[src/rtl/btx_pkg.sv]
package btx_pkg;
    typedef enum logic [1:0] {
        ST_IDLE  = 2'd0,
        ST_ARMED = 2'd1,
        ST_LEAD  = 2'd2,
        ST_SHIFT = 2'd3
    } btx_state_e;
endpackage

[src/rtl/btx_buf.sv]
module btx_buf #(
    parameter int DEPTH = 8,
    parameter int W     = 8,
    localparam int AW   = (DEPTH > 1) ? $clog2(DEPTH) : 1,
    localparam int LW   = $clog2(DEPTH + 1)
) (
    input  logic          clk,
    input  logic          rst_n,
    input  logic          push,
    input  logic [W-1:0]  din,
    input  logic          pop,
    output logic [W-1:0]  dout,
    output logic [LW-1:0] level,
    output logic          full
);
    localparam logic [AW-1:0] LAST_PTR = AW'(DEPTH - 1);
    localparam logic [LW-1:0] FULL_LVL = LW'(DEPTH);

    logic [W-1:0]  mem [DEPTH];
    logic [AW-1:0] wr_ptr, rd_ptr;
    logic          wr_ok, rd_ok;

    assign full  = (level == FULL_LVL);
    assign wr_ok = push && !full;
    assign rd_ok = pop && (level != '0);
    // An empty buffer still presents a stale word: the shifter sends it as undefined data.
    assign dout  = mem[rd_ptr];

    always_ff @(posedge clk) begin
        if (wr_ok) mem[wr_ptr] <= din;
    end

    always_ff @(posedge clk) begin
        if (!rst_n) begin
            wr_ptr <= '0;
            rd_ptr <= '0;
            level  <= '0;
        end else begin
            if (wr_ok) wr_ptr <= (wr_ptr == LAST_PTR) ? '0 : wr_ptr + 1'b1;
            if (rd_ok) rd_ptr <= (rd_ptr == LAST_PTR) ? '0 : rd_ptr + 1'b1;
            unique case ({wr_ok, rd_ok})
                2'b10:   level <= level + 1'b1;
                2'b01:   level <= level - 1'b1;
                default: level <= level;
            endcase
        end
    end

    p_no_overflow_r11: assert property (@(posedge clk) disable iff (!rst_n)
        level <= FULL_LVL);
    p_drop_when_full_r11: assert property (@(posedge clk) disable iff (!rst_n)
        (full && push && !pop) |=> $stable(level));
endmodule

[src/rtl/btx_fsm.sv]
module btx_fsm
    import btx_pkg::*;
#(
    parameter int BLOCK_BYTES = 4,
    parameter int LEAD_TICKS  = 2,
    parameter int START_WIN   = 8,
    parameter int CNT_W       = 4,
    parameter int LVL_W       = 4,
    localparam int LC_W       = $clog2(LEAD_TICKS + 1),
    localparam int WC_W       = $clog2(START_WIN + 1),
    localparam int BY_W       = $clog2(BLOCK_BYTES + 1)
) (
    input  logic             clk,
    input  logic             rst_n,
    input  logic             bit_tick,
    input  logic             tx_enable,
    input  logic             start,
    input  logic [CNT_W-1:0] block_count,
    input  logic             idle_end,
    input  logic [LVL_W-1:0] level,
    input  logic [7:0]       rd_data,
    output logic             pop,
    output logic             rf_en,
    output logic             tx_active,
    output logic             txd_bit
);
    localparam logic [LVL_W-1:0] BLK_L     = LVL_W'(BLOCK_BYTES);
    localparam logic [LC_W-1:0]  LEAD_LAST = LC_W'(LEAD_TICKS - 1);
    localparam logic [WC_W-1:0]  WIN_LAST  = WC_W'(START_WIN - LEAD_TICKS - 1);
    localparam logic [BY_W-1:0]  BYTE_LAST = BY_W'(BLOCK_BYTES - 1);

    btx_state_e       state, state_d;
    logic [CNT_W-1:0] blk_left;
    logic [BY_W-1:0]  byte_idx;
    logic [2:0]       bit_idx;
    logic [LC_W-1:0]  lead_cnt;
    logic [WC_W-1:0]  win_cnt;
    logic             win_open;
    logic [7:0]       shreg;
    logic             ready, go, lead_done, byte_done, burst_done;

    assign ready      = (level >= BLK_L);
    assign go         = tx_enable && ready && (idle_end || win_open);
    assign lead_done  = bit_tick && (lead_cnt == LEAD_LAST);
    assign byte_done  = bit_tick && (bit_idx == 3'd7);
    assign burst_done = byte_done && (byte_idx == BYTE_LAST) && (blk_left == CNT_W'(1));
    assign txd_bit    = shreg[0];

    // State register
    always_ff @(posedge clk) begin
        if (!rst_n) state <= ST_IDLE;
        else        state <= state_d;
    end

    // Next state and buffer pop
    always_comb begin
        state_d = state;
        pop     = 1'b0;
        unique case (state)
            ST_IDLE:  if (start && tx_enable && (block_count != '0)) state_d = ST_ARMED;
            ST_ARMED: begin
                if (!tx_enable) state_d = ST_IDLE;
                else if (go)    state_d = ST_LEAD;
            end
            ST_LEAD: if (lead_done) begin
                state_d = ST_SHIFT;
                pop     = 1'b1;
            end
            ST_SHIFT: begin
                if (burst_done)     state_d = ST_IDLE;
                else if (byte_done) pop     = 1'b1;
            end
            default: state_d = ST_IDLE;
        endcase
    end

    // Outputs and datapath
    always_ff @(posedge clk) begin
        if (!rst_n) begin
            rf_en     <= 1'b0;
            tx_active <= 1'b0;
            shreg     <= '0;
            blk_left  <= '0;
            byte_idx  <= '0;
            bit_idx   <= '0;
            lead_cnt  <= '0;
            win_cnt   <= '0;
            win_open  <= 1'b0;
        end else begin
            if (state != ST_ARMED) begin
                win_open <= 1'b0;
            end else if (idle_end) begin
                win_open <= 1'b1;
                win_cnt  <= '0;
            end else if (win_open && bit_tick) begin
                if (win_cnt == WIN_LAST) win_open <= 1'b0;
                else                     win_cnt  <= win_cnt + 1'b1;
            end

            unique case (state)
                ST_IDLE: if (start) blk_left <= block_count;
                ST_ARMED: if (tx_enable && go) begin
                    rf_en    <= 1'b1;
                    lead_cnt <= '0;
                end
                ST_LEAD: if (lead_done) begin
                    tx_active <= 1'b1;
                    shreg     <= rd_data;
                    bit_idx   <= '0;
                    byte_idx  <= '0;
                end else if (bit_tick) begin
                    lead_cnt <= lead_cnt + 1'b1;
                end
                ST_SHIFT: if (burst_done) begin
                    rf_en     <= 1'b0;
                    tx_active <= 1'b0;
                end else if (byte_done) begin
                    shreg   <= rd_data;
                    bit_idx <= '0;
                    if (byte_idx == BYTE_LAST) begin
                        byte_idx <= '0;
                        blk_left <= blk_left - 1'b1;
                    end else begin
                        byte_idx <= byte_idx + 1'b1;
                    end
                end else if (bit_tick) begin
                    shreg   <= {1'b0, shreg[7:1]};
                    bit_idx <= bit_idx + 1'b1;
                end
                default: ;
            endcase
        end
    end

    p_launch_full_block_r3: assert property (@(posedge clk) disable iff (!rst_n)
        $rose(rf_en) |-> ($past(level) >= BLK_L));
    p_lead_before_data_r5: assert property (@(posedge clk) disable iff (!rst_n)
        $rose(tx_active) |-> $past(rf_en));
    p_data_under_rf_r7: assert property (@(posedge clk) disable iff (!rst_n)
        tx_active |-> rf_en);
    p_end_together_r7: assert property (@(posedge clk) disable iff (!rst_n)
        $fell(rf_en) |-> $fell(tx_active));
endmodule

[src/rtl/btx_irq.sv]
module btx_irq (
    input  logic clk,
    input  logic rst_n,
    input  logic rf_i,
    input  logic mask,
    input  logic clr,
    output logic flag_o,
    output logic irq_o
);
    logic rf_prev;
    logic set_ev;

    assign set_ev = (rf_i != rf_prev);
    assign irq_o  = flag_o && mask;

    always_ff @(posedge clk) begin
        if (!rst_n) begin
            rf_prev <= 1'b0;
            flag_o  <= 1'b0;
        end else begin
            rf_prev <= rf_i;
            if (set_ev)   flag_o <= 1'b1;
            else if (clr) flag_o <= 1'b0;
        end
    end

    p_set_on_edge_r9: assert property (@(posedge clk) disable iff (!rst_n)
        (rf_i != $past(rf_i)) |=> flag_o);
    p_sticky_r9: assert property (@(posedge clk) disable iff (!rst_n)
        (flag_o && !clr) |=> flag_o);
endmodule

[src/rtl/burst_tx_seq.sv]
module burst_tx_seq #(
    parameter int BLOCK_BYTES = 4,
    parameter int FIFO_DEPTH  = 8,
    parameter int LEAD_TICKS  = 2,
    parameter int START_WIN   = 8,
    parameter int CNT_W       = 4,
    localparam int LVL_W      = $clog2(FIFO_DEPTH + 1)
) (
    input  logic             clk,
    input  logic             rst_n,
    input  logic             bit_tick,
    input  logic             tx_enable,
    input  logic             start,
    input  logic [CNT_W-1:0] block_count,
    input  logic             idle_end,
    input  logic             wr_valid,
    input  logic [7:0]       wr_data,
    output logic             buf_full,
    output logic             rf_en,
    output logic             rf_status,
    output logic             tx_active,
    output logic             txd,
    input  logic             irq_mask,
    input  logic             irq_clear,
    output logic             irq_flag,
    output logic             irq
);
    logic [LVL_W-1:0] level;
    logic [7:0]       rd_data;
    logic             pop;
    logic             txd_bit;

    btx_buf #(.DEPTH(FIFO_DEPTH), .W(8)) u_buf (
        .clk(clk), .rst_n(rst_n), .push(wr_valid), .din(wr_data),
        .pop(pop), .dout(rd_data), .level(level), .full(buf_full)
    );

    btx_fsm #(
        .BLOCK_BYTES(BLOCK_BYTES), .LEAD_TICKS(LEAD_TICKS),
        .START_WIN(START_WIN), .CNT_W(CNT_W), .LVL_W(LVL_W)
    ) u_fsm (
        .clk(clk), .rst_n(rst_n), .bit_tick(bit_tick), .tx_enable(tx_enable),
        .start(start), .block_count(block_count), .idle_end(idle_end),
        .level(level), .rd_data(rd_data), .pop(pop), .rf_en(rf_en),
        .tx_active(tx_active), .txd_bit(txd_bit)
    );

    btx_irq u_irq (
        .clk(clk), .rst_n(rst_n), .rf_i(rf_en), .mask(irq_mask),
        .clr(irq_clear), .flag_o(irq_flag), .irq_o(irq)
    );

    assign rf_status = rf_en;
    assign txd       = tx_active && txd_bit;

    p_idle_level_r7: assert property (@(posedge clk) disable iff (!rst_n)
        !tx_active |-> !txd);
endmodule

[config.mk]
export PLATFORM = sky130hd
export DESIGN_NAME = burst_tx_seq
export DESIGN_NICKNAME = d
export VERILOG_FILES = /design/src/rtl/btx_pkg.sv /design/src/rtl/btx_buf.sv /design/src/rtl/btx_fsm.sv /design/src/rtl/btx_irq.sv /design/src/rtl/burst_tx_seq.sv
export SDC_FILE = /design/constraint.sdc
export NUM_CORES = 1
export LEC_CHECK = 0
export BUFFER_PORTS_ARGS = -buffer_cell sky130_fd_sc_hd__buf_2
export CAP_MARGIN = 10
export CORE_MARGIN = 4
export CORE_UTILIZATION = 60
export DETAILED_ROUTE_END_ITERATION = 6
export PLACE_DENSITY = 0.79
export SETUP_SLACK_MARGIN = 0.4
export SYNTH_ARGS = -nofsm -noshare
export SYNTH_HDL_FRONTEND = slang
export SYNTH_SLANG_ARGS = --single-unit
[constraint.sdc]
create_clock -name clk -period 3.19 [get_ports clk]
set_input_delay 0.4785 -clock clk [delete_from_list [all_inputs] [get_ports clk]]
set_output_delay 0.4785 -clock clk [all_outputs]
set_load 0.02 [all_outputs]
==> metrics.log, run 1 <==
INFO  metric run_status = finished clean
INFO  metric min-delay-path-class = primary input to flop
INFO  metric numPlacedInstances = 494
INFO  metric power_leakage = 0.00188 µW
INFO  metric worst_skew_pair.late_latency = 360 ps
INFO  metric core_region_area = 7850 µm²
INFO  metric yosysWarnings = 0
INFO  metric rsz0062_at_grt = no
INFO  metric die_area = 9680 µm²
INFO  metric dpl_worst_slack = 536 ps
INFO  metric dr.first_iter.drc_count = 184
INFO  metric startpoint = u_fsm.bit_idx[0]$_SDFFE_PN0P_
INFO  metric post_synth_main_area_contributors = edfxtp_1 (39%), dfxtp_1 (18%), mux4_1 (4.8%), ha_1 (3.8%), mux4_2 (3.2%)
INFO  metric global_route_wire_length_before_repair = 14200 µm
INFO  metric detailedPlacementHpwl = 6020 µm
INFO  metric tritoncts_clock_tree = built
INFO  metric final_global_route_overflow_total = 0
INFO  metric synth_fa_ha_area_share = 3.83%
INFO  metric dominantRegCellSynth = edfxtp_1
INFO  metric final.period_utilization = 82.6%
INFO  metric layout-area-overhead-vs-synth = 7.88%
INFO  metric die_x = 98.4 µm
INFO  metric drtAntennaViolNets = 0
INFO  metric setup_slack = 554 ps
INFO  metric timing.critical_path.required = 3480 ps
INFO  metric proportion_of_synthesized_flip_flops_having_asynchronous_set_or_reset = 0%
INFO  metric peakVddDrop = 283 µV
INFO  metric placementRows = 32
INFO  metric cts-htree-levels = 3
INFO  metric first_global_vias = 2877
INFO  metric synth-edff-count = 64
INFO  metric worst-setup-path-type = flop to flop
INFO  metric insertedDiodeCount = 0
INFO  metric dr_total_vias = 3020
INFO  metric route.detailed.vias_per_inst = 5.92
INFO  metric start_kind = flop
INFO  metric slew_headroom = 39.9%
INFO  metric max_freq = 379 MHz
INFO  metric number_of_pins_with_negative_max_slew_slack_in_the_final_report = 0
INFO  metric synthXorXnorAreaFrac = 1.43%
INFO  metric hold_path_depth = 1
INFO  metric tritoncts_buffer_count = 9
INFO  metric tritoncts_num_sinks = 108
INFO  metric worst_r2r_path_depth = 12
INFO  metric io_buffers = 27
INFO  metric start_util = 62.5%
INFO  metric synth-seq-cells = 108
INFO  metric final_cells = 510
INFO  metric multi_input_comb_area = 1940 µm²
INFO  metric synthesis.area = 4900 µm²
INFO  metric hp-start = wr_data[4]
INFO  metric clock_path_buffers = 2
INFO  metric final-hold-violation-count = 0
INFO  metric hold_slack = 380 ps
INFO  metric post-synth-top-count-cell = edfxtp_1
INFO  metric synthDominantAreaCellType = edfxtp_1
INFO  metric clk_pin_slew = 100 ps
INFO  metric worstHoldEndpoint = u_buf.mem[0][4]$_DFFE_PP_
INFO  metric netlist.area_leader.share = 39.2%
INFO  metric drt_first_pass_iters = 5
INFO  metric routed_wire_length_per_instance = 17.2 µm
INFO  metric global_route.usage.total = 18.6%
INFO  metric num-fill-cells = 587
INFO  metric endpoints_failing_setup = 0
INFO  metric synth_compound_gate_area_share = 7.91%
INFO  metric fin_tns_setup = 0 ps
INFO  metric post-route-util = 67.4%
INFO  metric r2r-end = u_buf.level[2]$_SDFFE_PN0P_
INFO  metric worst-r2r-setup-slack = 550 ps
INFO  metric synth_top_family_by_area = simple AND/OR/NAND/NOR gates
INFO  metric critPathMaxFanout = 5
INFO  metric tightestPinTransition = 902 ps
INFO  metric drv.max_cap_violation_count = 0
INFO  metric skew = 4.37 ps
INFO  metric share_of_final_layout_standard_cells_stronger_than_drive_strength_1 = 18.1%
INFO  metric detail_route.drc_violations = 0
INFO  metric yosys.area_share.simple = 15.9%
INFO  metric synth.avg_cell_area = 13.0 µm²
INFO  metric endpoint_class_of_the_critical_path = flop
INFO  metric gpl.final_weighted_congestion = 0.779
INFO  metric data_arrival_at_the_endpoint_of_the_critical_path = 2930 ps
INFO  metric finalCriticalPeriod = 2640 ps
INFO  metric io_pins = 28
INFO  metric regArea = 2800 µm²
INFO  metric post_cts_buffers = 0
INFO  metric synth.cells.most_frequent = edfxtp_1 (64), dfxtp_1 (44), nand2_1 (24)
INFO  metric cellPowerDensity = 459 nW/µm²
INFO  metric die_h = 98.4 µm
INFO  metric r2r_start = u_fsm.bit_idx[0]$_SDFFE_PN0P_
INFO  metric final_net_count = 439
INFO  metric syn_nets = 412
INFO  metric ctsRootBufferMaster = clkbuf_8
INFO  metric grt_max_degree = 54
INFO  metric finalWirelength = 8760 µm
INFO  metric antenna_found_initial = 0
INFO  metric synth.yosys.seq_area_share = 57.2%
INFO  metric synthMuxAreaShare = 10.5%
INFO  metric syn-instance-count = 376
INFO  metric count_of_cell_types_in_the_netlist = 64
-- worst max-delay path: stages, from the launching register on --
cell and delay, ps:
dfxtp_1 370, ha_1 170, ha_1 220, nand3_1 90, a211o_1 310, nor2_2 120, ha_2 250, xor2_1 180
ha_1 170, a21oi_1 50, xor2_1 160, or3_1 300, a21boi_0 170
-- metrics by stage --
stage	total power [µW]	area, µm²
3_5_place_dp	1700	5110
5_1_grt	2530	5290
2_1_floorplan	1640	4900
6_report	2430	5290
3_3_place_gp	1690	5110
4_1_cts	2450	5290
-- routing by layer --
| metal | track usage (%) | part of all wire (%) |
|---|---|---|
| met1 | 27.1 | 45 |
| met2 | 28.7 | 47 |
| met3 | 3.64 | 6.0 |
| met4 | 5.57 | 1.6 |
| met5 | 0 | 0 |
-- sequential cells by signal, indices dropped and copies added (netlist names), 4 cells and up, named ones only --
signal,flops
u_buf.mem,64
u_fsm.shreg,8
u_buf.level,4
u_fsm.blk_left,4
u_fsm.win_cnt,4
-- what timing repair did --
item                                    in CTS  in global routing
gates resized for setup                      0                  1
hold buffers                                 0                  0
endpoints found under the setup margin       0                  1
-- report_power, final --
group	leakage [µW]	switching (µW)	total [µW]	internal (µW)
Sequential	0.000938	23.2	1530	1500
Clock	0.0000862	468	763	295
Combinational	0.000858	78.1	138	60.3
Total	0.00188	569	2430	1860
-- final cells by class --
cell class / instances / share of cell area (%)
repair buffers: 36 / 3.83
multi-input cells: 239 / 36.7
clock inverters: 7 / 1.06
well taps: 102 / 2.41
flip-flops and latches: 108 / 53.0
clock buffers: 9 / 2.34
inverters: 9 / 0.639
-- cell families (layout without fill, tap and decap cells) --
kind of cell	after synthesis	in the layout
fa+ha+maj	15	15
simple gates	136	136
mux	28	28
compound gates	52	52
flops	108	108
buf+inv	29	61
xor+xnor	8	8
-- worst max path at each step --
stage,depth (start not counted),to
after floorplan,11,u_buf.level[2]$_SDFFE_PN0P_
after global placement,12,u_buf.level[2]$_SDFFE_PN0P_
after detailed placement,12,u_buf.level[2]$_SDFFE_PN0P_
after CTS,12,u_buf.level[2]$_SDFFE_PN0P_
after global routing,12,u_buf.level[2]$_SDFFE_PN0P_
final,12,u_buf.level[2]$_SDFFE_PN0P_
-- placed cells by master (no fill, tap or decap), types with 3 or more instances in the layout --
master,instances
buf_4,9
nor2b_1,12
nand2b_1,9
and2_1,12
nor2_2,3
nand3b_1,4
nand3_1,7
nor2_1,23
dfxtp_1,44
nand2_1,24
xnor2_1,6
a21boi_0,8
nor4_1,6
buf_2,27
a21oi_1,5
edfxtp_1,64
mux2i_1,11
inv_6,3
mux4_1,9
o21ai_0,10
o221ai_1,6
nand4_1,7
ha_1,14
nor3b_1,6
nor3_1,6
o211ai_1,3
or3_1,3
mux4_2,7
inv_1,9
clkbuf_8,9
Power figures use the tool's default switching activity.
==> inputs of run 2 (changes only) <==
--- a/config.mk
+++ b/config.mk
@@ -5,12 +5,13 @@
 export SDC_FILE = /design/constraint.sdc
 export NUM_CORES = 1
 export LEC_CHECK = 0
+export ABC_AREA = 1
 export BUFFER_PORTS_ARGS = -buffer_cell sky130_fd_sc_hd__buf_2
 export CAP_MARGIN = 10
 export CORE_MARGIN = 4
-export CORE_UTILIZATION = 60
+export CORE_UTILIZATION = 55
 export DETAILED_ROUTE_END_ITERATION = 6
-export PLACE_DENSITY = 0.79
+export PLACE_DENSITY = 0.76
 export SETUP_SLACK_MARGIN = 0.4
 export SYNTH_ARGS = -nofsm -noshare
 export SYNTH_HDL_FRONTEND = slang
==> constraint.sdc (replaced) <==
create_clock -name clk -period 2.3 [get_ports clk]
set_input_delay 0.345 -clock clk [delete_from_list [all_inputs] [get_ports clk]]
set_output_delay 0.345 -clock clk [all_outputs]
set_load 0.02 [all_outputs]
==> run 2 against run 1 <==
Effect of this change:
- combinational power increased by 130%
- global-route usage rose by 1.7 points
- first-iteration DRC count shrank 2.7%
- register-to-register slack got worse by 340 ps
- fmax is 26% higher
- clock-buffer cell count unchanged
- utilization is 3.7 points lower
- area after synthesis shrank 0.33%
- worst hold slack lost 140 ps
- die area is 8.0% higher
==> metrics.log, run 2 <==
INFO  metric worst_r2r_path_depth = 14
INFO  metric worst_skew_pair.late_latency = 370 ps
INFO  metric min-delay-path-class = primary input to flop
INFO  metric routed_wire_length_per_instance = 14.6 µm
INFO  metric tritoncts_buffer_count = 9
INFO  metric fin_tns_setup = 0 ps
INFO  metric final.period_utilization = 90.8%
INFO  metric number_of_pins_with_negative_max_slew_slack_in_the_final_report = 0
INFO  metric die_x = 102 µm
INFO  metric rsz0062_at_grt = yes
INFO  metric regMostFlops = u_buf.mem
INFO  metric largestRegisters = u_buf.mem (64), u_fsm.shreg (8)
INFO  metric cts-htree-levels = 3
INFO  metric io_pins = 28
INFO  metric ctsRootBufferMaster = clkbuf_8
INFO  metric final_net_count = 615
INFO  metric start_kind = flop
INFO  metric detailedPlacementHpwl = 6620 µm
INFO  metric numPlacedInstances = 671
INFO  metric start_util = 56.3%
INFO  metric io_buffers = 27
INFO  metric placedInstanceArea = 5230 µm²
INFO  metric dominantRegCellSynth = edfxtp_1
INFO  metric run_status = finished clean
INFO  metric core_region_area = 8680 µm²
INFO  metric timing.critical_path.required = 2570 ps
INFO  metric layout-area-overhead-vs-synth = 13.1%
INFO  metric peakVddDrop = 396 µV
INFO  metric power_leakage = 0.00230 µW
INFO  metric global_route_wire_length_before_repair = 16500 µm
INFO  metric r2r_start = u_fsm.bit_idx[0]$_SDFFE_PN0P_
INFO  metric r2r-end = u_buf.level[2]$_SDFFE_PN0P_
INFO  metric netlist.area_leader.share = 39.3%
INFO  metric finalWirelength = 10100 µm
INFO  metric share_of_final_layout_standard_cells_stronger_than_drive_strength_1 = 17.8%
INFO  metric drt_first_pass_iters = 4
INFO  metric grt_most_used_layer = met2
INFO  metric finalCriticalPeriod = 2090 ps
INFO  metric placementRows = 34
INFO  metric yosysWarnings = 0
INFO  metric slew_headroom = 59.1%
INFO  metric mostFrequentLayoutCell = nand2_1
INFO  metric grt_max_degree = 33
INFO  metric cellPowerDensity = 649 nW/µm²
INFO  metric first_global_vias = 3510
INFO  metric count_of_cell_types_in_the_netlist = 35
INFO  metric post_synth_main_area_contributors = edfxtp_1 (39%), dfxtp_1 (18%), nand2_1 (11%), nand3_1 (6.8%), nor2_1 (5.0%)
INFO  metric global_route.usage.total = 20.3%
INFO  metric drtAntennaViolNets = 0
INFO  metric grtUsageMet2 = 35.1%
INFO  metric synthDominantAreaCellType = edfxtp_1
INFO  metric detail_route.drc_violations = 0
INFO  metric synth.cells.most_frequent = nand2_1 (140), nand3_1 (66), nor2_1 (65)
INFO  metric data_arrival_at_the_endpoint_of_the_critical_path = 2360 ps
INFO  metric tritoncts_clock_tree = built
INFO  metric skew = 22.4 ps
INFO  metric die_h = 102 µm
INFO  metric synth.avg_cell_area = 9.02 µm²
INFO  metric clock_path_buffers = 2
INFO  metric proportion_of_synthesized_flip_flops_having_asynchronous_set_or_reset = 0%
INFO  metric final_cells = 692
INFO  metric endpoint_class_of_the_critical_path = flop
INFO  metric insertedDiodeCount = 0
INFO  metric use_met1 = 25.6%
INFO  metric route.detailed.vias_per_inst = 5.41
INFO  metric critPathMaxFanout = 3
INFO  metric dr_total_vias = 3746
INFO  metric post-synth-top-count-cell = nand2_1
INFO  metric syn_nets = 578
INFO  metric hold_path_depth = 1
INFO  metric die_area = 10500 µm²
INFO  metric synth-edff-count = 64
INFO  metric synth.yosys.seq_area_share = 57.3%
INFO  metric layout.cells.most_common_list = nand2_1 (137), nand3_1 (64), edfxtp_1 (64), nor2_1 (63), inv_1 (47)
INFO  metric clk_pin_slew = 110 ps
INFO  metric groute.layer.met3.usage = 4.03%
INFO  metric hp-start = wr_data[6]
INFO  metric dr.first_iter.drc_count = 179
INFO  metric gpl.final_weighted_congestion = 0.822
INFO  metric num-fill-cells = 713
INFO  metric max_ffs_per_register = 64
INFO  metric tritoncts_num_sinks = 108
INFO  metric final_global_route_overflow_total = 0
INFO  metric syn-instance-count = 542
INFO  metric final-hold-violation-count = 0
INFO  metric endpoints_failing_setup = 0
INFO  metric worst-r2r-setup-slack = 210 ps
INFO  metric worstHoldEndpoint = u_buf.mem[5][6]$_DFFE_PP_
INFO  metric drv.max_cap_violation_count = 0
INFO  metric tightestPinTransition = 613 ps
INFO  metric final_area = 5530 µm²
INFO  metric synthesis.area = 4890 µm²
INFO  metric max_freq = 479 MHz
INFO  metric antenna_found_initial = 0
INFO  metric synth-seq-cells = 108
INFO  metric worst-setup-path-type = flop to flop
==> run 2: area by class of cell <==
| cell class | instances | area, µm² | share of cell area [%] |
|---|---|---|---|
| Tap cell | 108 | 135 | 2.44 |
| Timing Repair Buffer | 44 | 267 | 4.82 |
| Inverter | 52 | 204 | 3.69 |
| Clock inverter | 7 | 67.6 | 1.22 |
| Clock buffer | 9 | 124 | 2.24 |
| Multi-Input combinational cell | 364 | 1920 | 34.7 |
| Sequential cell | 108 | 2810 | 50.9 |
==> run 2: worst max path at each step <==
| stage | start | endpoint | slack [ps] | cells after the start |
|---|---|---|---|---|
| after floorplan | u_fsm.bit_idx[1]$_SDFFE_PN0P_ | u_buf.level[2]$_SDFFE_PN0P_ | 210 | 14 |
| after global placement | u_fsm.bit_idx[1]$_SDFFE_PN0P_ | u_buf.level[2]$_SDFFE_PN0P_ | 110 | 14 |
| after detailed placement | u_fsm.bit_idx[1]$_SDFFE_PN0P_ | u_buf.level[2]$_SDFFE_PN0P_ | 1 | 14 |
| after CTS | u_fsm.bit_idx[0]$_SDFFE_PN0P_ | u_buf.level[2]$_SDFFE_PN0P_ | 230 | 14 |
| after global routing | u_fsm.bit_idx[0]$_SDFFE_PN0P_ | u_buf.level[3]$_SDFFE_PN0P_ | 50 | 16 |
| final | u_fsm.bit_idx[0]$_SDFFE_PN0P_ | u_buf.level[2]$_SDFFE_PN0P_ | 210 | 14 |
==> run 2: cell families (layout without fill, tap and decap cells) <==
family / count (synthesis) / count (layout) / share of synthesized area [%]
xor gates and xnor gates: 4 / 4 / 0.717
and+or+nand+nor: 293 / 293 / 25.9
adders and majority gates: 15 / 15 / 3.84
AOI/OAI and AO/OA: 51 / 51 / 5.86
DFF: 108 / 108 / 57.3
buffers and inverters: 70 / 112 / 6.09
muxes: 1 / 1 / 0.205
==> run 2: layer usage <==
metal	wire (µm)	part of all wire (%)
met3	529	5.2
met2	5110	51
met1	4330	43
met5	0	0
met4	145	1.4
==> run 2: worst max-delay path: stages (launching register included) <==
cell and delay (ps):
dfxtp_2 350, ha_4 160, ha_4 150, nand2_4 80, nor2_4 40, nand3_4 90
nand3_4 90, nor2_4 150, ha_4 190, xor2_4 210, ha_4 160, a21oi_2 30
xnor2_1 130, o21ai_1 130, inv_1 50
==> run 2: what timing repair did <==
action / 4_1_cts / 5_1_grt
setup endpoints to repair: 4 / 45
gates resized for setup: 8 / 10
buffers inserted: 4 / 1
hold buffers: 0 / 0
pin swaps: 8 / 7
==> run 2: metrics by stage <==
stage                     util (%)  hold slack [ps]  setup WS (ps)  power (µW)
after floorplan                  -              432            208        2400
after global placement        60.3              450            113        2490
after detailed placement      60.3              449          0.971        2500
after CTS                     63.2              225            226        3600
after global routing          63.7              235           50.8        3750
final                         63.7              243            212        3590
==> run 2: report_power, final <==
part           switching, µW  total (µW)  internal, µW
clock network            682        1100           421
logic                    206         321           115
registers               46.4        2160          2110
total                    935        3590          2650
==> inputs of run 3 (changes only) <==
--- a/config.mk
+++ b/config.mk
@@ -11,8 +11,10 @@
 export CORE_MARGIN = 4
 export CORE_UTILIZATION = 55
 export DETAILED_ROUTE_END_ITERATION = 6
+export MAX_ROUTING_LAYER = met4
 export PLACE_DENSITY = 0.76
 export SETUP_SLACK_MARGIN = 0.4
+export SLEW_MARGIN = 10
 export SYNTH_ARGS = -nofsm -noshare
 export SYNTH_HDL_FRONTEND = slang
 export SYNTH_SLANG_ARGS = --single-unit
==> run 3 against run 2 <==
Effect of this change:
- sequential share of layout area about the same
- fmax rose by 1.3%
- largest power group unchanged
- sequential power barely moved
==> metrics.log, run 3 (synthesis gave the netlist of run 2 again) <==
INFO  metric run_status = finished clean
INFO  metric mostFrequentLayoutCell = nand2_1
INFO  metric gpl.final_weighted_congestion = 0.820
INFO  metric worst-setup-path-type = flop to flop
INFO  metric io_pins = 28
INFO  metric rsz0062_at_grt = yes
INFO  metric sw_power = 894 µW
INFO  metric start_util = 56.3%
INFO  metric power_leakage = 0.00229 µW
INFO  metric regMostFlops = u_buf.mem
INFO  metric cts-htree-levels = 3
INFO  metric r2r-end = u_buf.level[3]$_SDFFE_PN0P_
INFO  metric die_area = 10500 µm²
INFO  metric max_ffs_per_register = 64
INFO  metric dr_total_vias = 3659
INFO  metric start_kind = flop
INFO  metric route.detailed.vias_per_inst = 5.28
INFO  metric ctsRootBufferMaster = clkbuf_8
INFO  metric final_global_route_overflow_total = 0
INFO  metric first_global_vias = 3519
INFO  metric data_arrival_at_the_endpoint_of_the_critical_path = 2330 ps
INFO  metric sw_frac_of_total = 25.3%
INFO  metric min-delay-path-class = primary input to flop
INFO  metric tightestPinTransition = 580 ps
INFO  metric power.share.combinational = 9.0%
INFO  metric skew = 7.72 ps
INFO  metric core_region_area = 8680 µm²
INFO  metric global_route.usage.total = 20.8%
INFO  metric max_freq = 485 MHz
INFO  metric clock_path_buffers = 2
INFO  metric timing.critical_path.required = 2570 ps
INFO  metric largestRegisters = u_buf.mem (64), u_fsm.shreg (8)
INFO  metric share_of_final_layout_standard_cells_stronger_than_drive_strength_1 = 17.8%
INFO  metric dr.first_iter.drc_count = 286
INFO  metric number_of_pins_with_negative_max_slew_slack_in_the_final_report = 0
INFO  metric hp-start = wr_data[2]
INFO  metric cts-hold-fix-buffers = 0
INFO  metric drtAntennaViolNets = 0
INFO  metric antenna_found_initial = 0
INFO  metric pwr-share-clk = 29.8%
INFO  metric final_net_count = 616
INFO  metric worst-r2r-setup-slack = 240 ps
INFO  metric layout-area-overhead-vs-synth = 13.0%
INFO  metric cellPowerDensity = 639 nW/µm²
INFO  metric finalWirelength = 9900 µm
INFO  metric endpoint_class_of_the_critical_path = flop
INFO  metric final.period_utilization = 89.6%
INFO  metric finalCriticalPeriod = 2060 ps
INFO  metric die_x = 102 µm
INFO  metric r2r_start = u_fsm.bit_idx[0]$_SDFFE_PN0P_
INFO  metric worst_r2r_path_depth = 15
INFO  metric hold_slack = 241 ps
INFO  metric clk_pin_slew = 100 ps
INFO  metric slew_headroom = 61.3%
INFO  metric hold_path_depth = 1
INFO  metric insertedDiodeCount = 0
INFO  metric tritoncts_clock_tree = built
INFO  metric sequential_fraction_of_design_power = 61.2%
INFO  metric endpoints_failing_setup = 0
INFO  metric fin_tns_setup = 0 ps
INFO  metric io_buffers = 27
INFO  metric final-hold-violation-count = 0
INFO  metric worst_skew_pair.late_latency = 370 ps
INFO  metric worstHoldEndpoint = u_buf.mem[5][2]$_DFFE_PP_
INFO  metric detailedPlacementHpwl = 6650 µm
INFO  metric tritoncts_num_sinks = 108
INFO  metric detail_route.drc_violations = 0
INFO  metric critPathMaxFanout = 3
INFO  metric routed_wire_length_per_instance = 14.3 µm
INFO  metric internal-power = 2630 µW
INFO  metric drv.max_cap_violation_count = 0
INFO  metric drt_first_pass_iters = 4
INFO  metric layout.cells.most_common_list = nand2_1 (137), nand3_1 (65), edfxtp_1 (64), nor2_1 (63), inv_1 (46)
INFO  metric tritoncts_buffer_count = 9
INFO  metric peakVddDrop = 440 µV
INFO  metric grt_max_degree = 33
INFO  metric post-route-util = 63.6%
INFO  metric global_route_wire_length_before_repair = 16300 µm
INFO  metric placementRows = 34
INFO  metric die_h = 102 µm
-- run 3: layer usage --
metal	global-route usage [%]	share of wire (%)	routed length (µm)
met5	-	0	0
met4	6.46	0.95	94
met3	3.96	5.3	529
met2	33.5	50	4900
met1	26.7	44	4380
-- run 3: power groups by stage --
| stage | Sequential, µW | Clock (µW) | Combinational, µW |
|---|---|---|---|
| final | 2160 | 1050 | 318 |
| after global routing | 2170 | 1170 | 363 |
| after CTS | 2160 | 1070 | 316 |
| after detailed placement | 2200 | 0 | 305 |
| after global placement | 2190 | 0 | 298 |
| after floorplan | 2190 | 0 | 206 |
-- run 3: what timing repair did --
| action | CTS | global route |
|---|---|---|
| endpoints found under the hold margin | 0 | 0 |
| buffers inserted | 3 | 3 |
| pin swaps | 8 | 0 |
| endpoints found under the setup margin | 4 | 43 |
| resized for setup | 13 | 3 |
-- run 3: area by class of cell --
cell class | count | area (µm²)
Tap cell | 108 | 135
Inverter | 52 | 204
Clock buffer | 10 | 128
Sequential cell | 108 | 2810
Timing Repair Buffer | 45 | 270
Clock inverter | 6 | 50.0
Fill cell | 697 | 3160
Multi-Input combinational cell | 364 | 1920
-- run 3: critical path: stages, from the launching register on --
cell	delay (ps)
dfxtp_2	350
ha_4	160
ha_4	150
nand2_4	70
nor2_4	40
nand3_4	80
nand3_4	100
nor2_4	120
ha_4	190
xor2_4	200
buf_4	140
nand4_1	100
nand3_2	110
nand2_1	50
nand2_1	50
nor2_1	40
-- run 3: worst max path at each step --
stage                                        from                          end  slack (ps)  cells past startpoint
finish              u_fsm.bit_idx[0]$_SDFFE_PN0P_  u_buf.level[3]$_SDFFE_PN0P_         240                     15
global route        u_fsm.bit_idx[0]$_SDFFE_PN0P_  u_buf.level[3]$_SDFFE_PN0P_          90                     15
CTS                 u_fsm.bit_idx[0]$_SDFFE_PN0P_  u_buf.level[3]$_SDFFE_PN0P_         220                     15
detailed placement  u_fsm.bit_idx[1]$_SDFFE_PN0P_  u_buf.level[2]$_SDFFE_PN0P_          20                     14
global placement    u_fsm.bit_idx[1]$_SDFFE_PN0P_  u_buf.level[2]$_SDFFE_PN0P_         120                     14
floorplan           u_fsm.bit_idx[1]$_SDFFE_PN0P_  u_buf.level[2]$_SDFFE_PN0P_         210                     14
-- run 3: metrics by stage --
stage | instance area [µm²] | instances | worst slack (ps) | total power [µW]
after floorplan | 4970 | 542 | 208 | 2400
after global routing | 5520 | 693 | 93.7 | 3700
after detailed placement | 5230 | 671 | 15.6 | 2500
final | 5520 | 693 | 240 | 3530
after CTS | 5490 | 690 | 221 | 3550
after global placement | 5230 | 671 | 116 | 2490
